===== config.mk =====
export PLATFORM = sky130hd
export DESIGN_NAME = skew_clock_bank
export DESIGN_NICKNAME = d
export VERILOG_FILES = /design/src/rtl/skewbank_pkg.sv /design/src/rtl/skewbank_ctrl.sv /design/src/rtl/skewbank_pair.sv /design/src/rtl/skew_clock_bank.sv
export SDC_FILE = /design/constraint.sdc
export NUM_CORES = 1
export LEC_CHECK = 0
export ABC_AREA = 1
export BUFFER_PORTS_ARGS = -buffer_cell sky130_fd_sc_hd__buf_2
export CORE_UTILIZATION = 35
export CTS_CLUSTER_SIZE = 30
export DETAILED_ROUTE_END_ITERATION = 8
export GPL_TIMING_DRIVEN = 0
export SLEW_MARGIN = 20
export SYNTH_ARGS = -nofsm -noshare
export SYNTH_HDL_FRONTEND = slang
export SYNTH_HIERARCHICAL = 1
export SYNTH_SLANG_ARGS = --single-unit

===== constraint.sdc =====
create_clock -name clk -period 18.95 [get_ports clk]
set_clock_uncertainty 0.1 [all_clocks]
set_input_delay 0 -clock clk [delete_from_list [all_inputs] [get_ports clk]]
set_output_delay 0 -clock clk [all_outputs]
set_load 0.005 [all_outputs]

===== src/rtl/skewbank_pkg.sv =====
package skewbank_pkg;

  localparam int TAP_W = 7;

  typedef enum logic [1:0] {
    MODE_SKEW = 2'd0,
    MODE_DIV2 = 2'd1,
    MODE_DIV4 = 2'd2,
    MODE_INV  = 2'd3
  } pairMode_e;

  typedef struct packed {
    logic [TAP_W-1:0] relPhase;
    logic [TAP_W-1:0] periodLen;
    logic [TAP_W-1:0] halfLen;
    logic [1:0]       epoch;
    logic             edgePol;
  } tapCtrl_t;

  // three-level digit: 00 low, 01 mid, 10 high, 11 folds to mid
  function automatic logic [1:0] normDigit(input logic [1:0] d);
    return (d == 2'b11) ? 2'b01 : d;
  endfunction

  // LL..HH -> 0..8
  function automatic logic [3:0] codeIndex(input logic [3:0] c);
    logic [3:0] hi;
    logic [3:0] lo;
    hi = {2'b00, normDigit(c[3:2])};
    lo = {2'b00, normDigit(c[1:0])};
    return hi * 4'd3 + lo;
  endfunction

endpackage


===== src/rtl/skewbank_ctrl.sv =====
module skewbank_ctrl
  import skewbank_pkg::*;
#(
  parameter int TAPS_LO  = 44,
  parameter int TAPS_MID = 26,
  parameter int TAPS_HI  = 16
) (
  input  logic     clk,
  input  logic     rstN,
  input  logic [1:0] rangeSel,
  input  logic     edgePol,
  output tapCtrl_t tapCtrl
);

  logic [TAP_W-1:0] periodLen, halfLen, alignPhase;
  logic [TAP_W-1:0] phaseQ, phaseEff, relPhase;
  logic [TAP_W:0]   relSum;
  logic [1:0]       epochQ;

  always_comb begin
    case (normDigit(rangeSel))
      2'b00:   periodLen = TAP_W'(TAPS_LO);
      2'b01:   periodLen = TAP_W'(TAPS_MID);
      default: periodLen = TAP_W'(TAPS_HI);
    endcase
    halfLen    = periodLen >> 1;
    alignPhase = edgePol ? '0 : halfLen;
    phaseEff   = (phaseQ >= periodLen) ? '0 : phaseQ;
    relSum     = {1'b0, phaseEff} + {1'b0, periodLen} - {1'b0, alignPhase};
    relPhase   = (relSum >= {1'b0, periodLen}) ? TAP_W'(relSum - {1'b0, periodLen})
                                               : TAP_W'(relSum);
  end

  always_ff @(posedge clk) begin
    if (!rstN) begin
      phaseQ <= '0;
      epochQ <= '0;
    end else begin
      phaseQ <= (phaseEff == periodLen - 1'b1) ? '0 : phaseEff + 1'b1;
      if (relPhase == periodLen - 1'b1) epochQ <= epochQ + 2'd1;
    end
  end

  assign tapCtrl = '{relPhase: relPhase, periodLen: periodLen, halfLen: halfLen,
                     epoch: epochQ, edgePol: edgePol};

  // a position past a shrunken period restarts at the period start
  p_phase_wrap_r1: assert property (@(posedge clk) disable iff (!rstN)
    (phaseQ >= periodLen) |=> (phaseQ == TAP_W'(1)));

  // divided state only advances across the aligned period boundary
  p_epoch_step_r8: assert property (@(posedge clk) disable iff (!rstN)
    !$stable(epochQ) |-> ($past(relPhase) == $past(periodLen) - 1'b1));

endmodule


===== src/rtl/skewbank_pair.sv =====
module skewbank_pair
  import skewbank_pkg::*;
#(
  parameter int PAIR_IDX = 0
) (
  input  logic       clk,
  input  logic       rstN,
  input  tapCtrl_t   tapCtrl,
  input  logic [3:0] pairCode,
  input  logic       stopReq,
  input  logic       testMid,
  output logic [1:0] pairOut
);

  logic [3:0]        codeIdx;
  pairMode_e         mode;
  logic signed [4:0] skewTaps;
  logic [4:0]        skewMag;
  logic [TAP_W-1:0]  delayTaps, skewPos;
  logic [TAP_W:0]    skewSum;
  logic              baseHi, rawLvl, restLvl, disReq;
  logic              enQ, outQ;

  assign codeIdx = codeIndex(pairCode);

  if (PAIR_IDX < 2) begin : g_fine
    always_comb begin
      mode     = MODE_SKEW;
      skewTaps = $signed({1'b0, codeIdx}) - 5'sd4;
    end
  end else begin : g_coarse
    logic signed [4:0] stepTaps;
    always_comb begin
      stepTaps = $signed({1'b0, codeIdx}) - 5'sd4;
      skewTaps = stepTaps <<< 1;
      if (codeIdx == 4'd0)      mode = MODE_DIV2;
      else if (codeIdx == 4'd8) mode = (PAIR_IDX == 3) ? MODE_INV : MODE_DIV4;
      else                      mode = MODE_SKEW;
    end
  end

  always_comb begin
    skewMag   = skewTaps[4] ? 5'(-skewTaps) : 5'(skewTaps);
    delayTaps = skewTaps[4] ? tapCtrl.periodLen - TAP_W'(skewMag) : TAP_W'(skewMag);
    skewSum   = {1'b0, tapCtrl.relPhase} + {1'b0, tapCtrl.periodLen} - {1'b0, delayTaps};
    skewPos   = (skewSum >= {1'b0, tapCtrl.periodLen})
                ? TAP_W'(skewSum - {1'b0, tapCtrl.periodLen}) : TAP_W'(skewSum);
    baseHi    = tapCtrl.relPhase < tapCtrl.halfLen;
    case (mode)
      MODE_SKEW: rawLvl = skewPos < tapCtrl.halfLen;
      MODE_DIV2: rawLvl = ~tapCtrl.epoch[0];
      MODE_DIV4: rawLvl = ~tapCtrl.epoch[1];
      default:   rawLvl = ~baseHi;
    endcase
    restLvl = (mode == MODE_INV) ? tapCtrl.edgePol : 1'b0;
    disReq  = stopReq && (testMid ? (codeIdx == 4'd0) : (PAIR_IDX != 2));
  end

  always_ff @(posedge clk) begin
    if (!rstN) begin
      enQ  <= 1'b1;
      outQ <= 1'b0;
    end else begin
      outQ <= enQ ? rawLvl : restLvl;
      if (rawLvl == restLvl) enQ <= ~disReq;
    end
  end

  assign pairOut = {outQ, outQ};

  // resuming happens while the output sits at rest
  p_en_rise_rest_r10: assert property (@(posedge clk) disable iff (!rstN)
    $rose(enQ) |-> (outQ == $past(restLvl)));

  // parking happens while the output sits at rest
  p_en_fall_rest_r10: assert property (@(posedge clk) disable iff (!rstN)
    $fell(enQ) |-> (outQ == $past(restLvl)));

  // a parked inverted pair rests at the edge-polarity level
  p_inv_rest_r11: assert property (@(posedge clk) disable iff (!rstN)
    ($past(!enQ) && $past(mode == MODE_INV)) |-> (outQ == $past(tapCtrl.edgePol)));

endmodule


===== src/rtl/skew_clock_bank.sv =====
module skew_clock_bank
  import skewbank_pkg::*;
#(
  parameter int TAPS_LO  = 44,
  parameter int TAPS_MID = 26,
  parameter int TAPS_HI  = 16,
  parameter int PAIRS    = 4
) (
  input  logic                 clk,
  input  logic                 rstN,
  input  logic [1:0]           rangeSel,
  input  logic [1:0]           testSel,
  input  logic                 outStop,
  input  logic                 edgePol,
  input  logic [4*PAIRS-1:0]   pairSel,
  output logic [2*PAIRS-1:0]   clkOut
);

  tapCtrl_t tapCtrl;
  logic     testMid;

  assign testMid = (normDigit(testSel) == 2'b01);

  skewbank_ctrl #(
    .TAPS_LO (TAPS_LO),
    .TAPS_MID(TAPS_MID),
    .TAPS_HI (TAPS_HI)
  ) u_ctrl (
    .clk     (clk),
    .rstN    (rstN),
    .rangeSel(rangeSel),
    .edgePol (edgePol),
    .tapCtrl (tapCtrl)
  );

  for (genvar p = 0; p < PAIRS; p++) begin : g_pair
    skewbank_pair #(.PAIR_IDX(p)) u_pair (
      .clk     (clk),
      .rstN    (rstN),
      .tapCtrl (tapCtrl),
      .pairCode(pairSel[4*p +: 4]),
      .stopReq (outStop),
      .testMid (testMid),
      .pairOut (clkOut[2*p +: 2])
    );
  end

endmodule


==> flow_metrics.py <==
metrics = {
    "clock_tree": {
        "cts_setup_buffers": 0,
        "cts_sinks": 17,
        "htreeDepth": 1,
        "clock_latency_ns": 0.25,
        "cts_tree": "built",
        "cts_buffers": 3,
        "clockBufferDepth": 2,
        "path_clk_slew_ns": 0.06,
        "cts_root_buffer": "clkbuf_16",
    },
    "floorplanning": {
        "fp.dieArea_um2": 23000,
        "initial_core_util_pct": 35.9,
        "die_y_um": 152,
        "core_area_um2": 21900,
        "num_io_pins": 32,
        "num_rows": 54,
        "fp.dieW_um": 152,
    },
    "drt": {
        "ant_nets": 0,
        "wl_met3_um": 446,
        "drt-met1-wl_um": 9420,
        "vias": 7159,
        "dr.pass1.iters": 4,
        "vias_per_cell": 4.77,
        "wl_um": 18500,
        "drc": 0,
        "top_layer": "met4",
        "route.met2.wl_um": 8460,
        "routedWlPerCell_um": 12.3,
        "drt_iter0_markers": 276,
    },
    "hold_path": {
        "hold_path_class": "input pin to flop",
        "hp-start": "outStop",
    },
    "critical_path": {
        "worstSetupPathType": "input pin to flop",
        "cp.arrival_ns": 9.45,
        "worst_setup_path_end_kind": "flop",
        "cp_max_fo": 17,
        "startpoint": "rangeSel[0]",
        "startpoint_type": "input pin",
        "slowest_stage": "nor2_4",
        "reg2reg_from": "u_ctrl/phaseQ[1]",
        "max_stage_delay_ns": 0.52,
        "critical_path_required_ns": 18.98,
        "crit_path_frequent_cell": "nand2_1",
    },
    "global_route": {
        "track_usage_pct": 16.9,
        "antenna_found_initial": 0,
        "grt_max_degree": 18,
        "grt_pass1_wl_um": 31400,
        "grt_pass1_vias": 6794,
        "grt_overflow": 0,
    },
    "sta": {
        "min_period_ns": 9.42,
        "tns_ns": 0,
        "max_freq_ghz": 0.106,
        "hold_viol": 0,
        "rsz0062_at_grt": "false",
        "tightest_slew_ns": 0.665,
        "finalSetupViolCount": 0,
        "drv_slew": 0,
        "finalCritPeriodShare_pct": 49.7,
        "max_slew_margin_pct": 55.6,
    },
    "synth": {
        "synth_area_um2": 7850,
        "netlist.area_leader.share_pct": 24.1,
        "ys_async_sr_fraction_pct": 0,
        "synth_top_area_cell": "ha_1",
        "synthDistinctLibCells": 46,
        "synthCells": 1184,
        "synthTopCellsByCount": "248 x nand2_1, 222 x inv_1, 151 x ha_1",
        "ys.flop_type": "dfxtp_1",
        "ys_seq_elements": 17,
        "post-synth-top-count-cell": "nand2_1",
        "synth-edff-count": 0,
        "synthSimpleGateAreaFrac_pct": 31.2,
        "synth_top_family_by_area": "adder cells",
        "synthMuxAreaShare_pct": 0,
        "ys_top_cells_by_area": "ha_1 24%, nand2_1 12%, inv_1 11%",
        "ys_warn_count": 6,
        "synthAdderAreaFrac_pct": 32.7,
        "synth_compound_area_share_pct": 12.0,
        "ys_seq_area_share_pct": 4.33,
        "synthXorXnorAreaFrac_pct": 5.24,
        "avgSynthCellArea_um2": 6.63,
    },
    "run_status": {
        "status": "completed",
    },
    "final_layout": {
        "area_delta_synth_final_pct": 7.60,
        "final_layout_size_suffix_gt1_share_pct": 14.5,
        "multi_input_area_um2": 6400,
        "ff_latch_area_um2": 340,
        "nets": 1431,
        "antenna_cells": 0,
        "n_fill_cell": 2412,
    },
    "placed_design": {
        "hpwl_um": 15400,
        "portBuffers": 29,
        "gp_routability_congestion": 0.835,
    },
    "job": {
        "cap_violations": 0,
    },
}
## worst paths after layout
| check | to | slack (ns) | depth (start not counted) |
|---|---|---|---|
| worst max-delay path | g_pair[3].u_pair/enQ | 9.53 | 57 |
| worst min-delay path | g_pair[1].u_pair/enQ | 0.008 | 4 |
| worst max register to register | g_pair[3].u_pair/enQ | 10.08 | 55 |
| worst min register to register | g_pair[1].u_pair/outQ | 0.34 | 2 |
## cells in the final DEF (no fill, tap or decap), drive strengths merged
master and count:
a2111oi 1, a211oi 5, a21boi 3, a21o 5
a21oi 65, a221oi 1, a31o 1, a31oi 12
and2 3, and3 1, buf 55, clkbuf 18
clkinv 3, conb 5, dfxtp 17, dlygate4sd3 1
fa 34, ha 151, inv 230, nand2 289
nand3 86, nand3b 6, nand4 16, nor2 82
nor3 5, o21a 1, o21ai 64, o21bai 2
or2 12, xnor2 19, xor2 28
## critical path, delay by kind of cell
kind                     cells  cell delay, ns
AND/OR/NAND/NOR             27            2.74
adder cells (fa/ha/maj)      9            3.42
XOR/XNOR                     2            0.39
buffers and inverters       12            1.80
AO/OA/AOI/OAI                7            1.10
## cell type report
class                      instances  share of cell area, %
multi-input combinational        897                   75.7
inverter                         232                   10.4
tap                              280                   4.15
sequential                        17                   4.03
buffer                            41                   2.98
timing repair buffer              30                   1.84
clock buffer                       3                  0.888
clock inverter                     1                 0.0592
## metal layers
metal,vias to the layer above,track usage (%)
met5,-,0
met4,0,2.03
met3,13,0.898
met2,85,30.1
met1,3224,23.0
li1,3837,-
## registers in the layout, indices dropped and copies added, names as in the netlist
name	cells
u_ctrl/phaseQ	7
g_pair.u_pair/enQ	4
g_pair.u_pair/outQ	4
u_ctrl/epochQ	2
## cells by family after synthesis
| kind of cell | after synthesis |
|---|---|
| compound gates | 160 |
| xor+xnor | 47 |
| fa+ha+maj | 185 |
| buf+inv | 273 |
| flops | 17 |
| other cells | 2 |
| simple gates | 500 |
## timing repair
action / in CTS / in global routing
hold buffers: 1 / 0
endpoints found under the hold margin: 4 / 0
resized for setup: 0 / 0
## metrics by stage
step	worst slack [ns]	utilization (%)	instance area [um^2]	cells	hold WS [ns]
after floorplan	10.89	-	7870	1187	-0.0278
after global placement	9.20	38.2	8360	1496	0.236
after detailed placement	9.18	38.2	8360	1496	0.238
after CTS	9.44	38.6	8450	1501	0.00909
after global routing	8.63	38.6	8450	1501	0.0286
final	9.53	38.6	8450	1501	0.00812
Power is not shown: default switching activity piles up to over one toggle a cycle in this logic, so the estimate is an artifact.
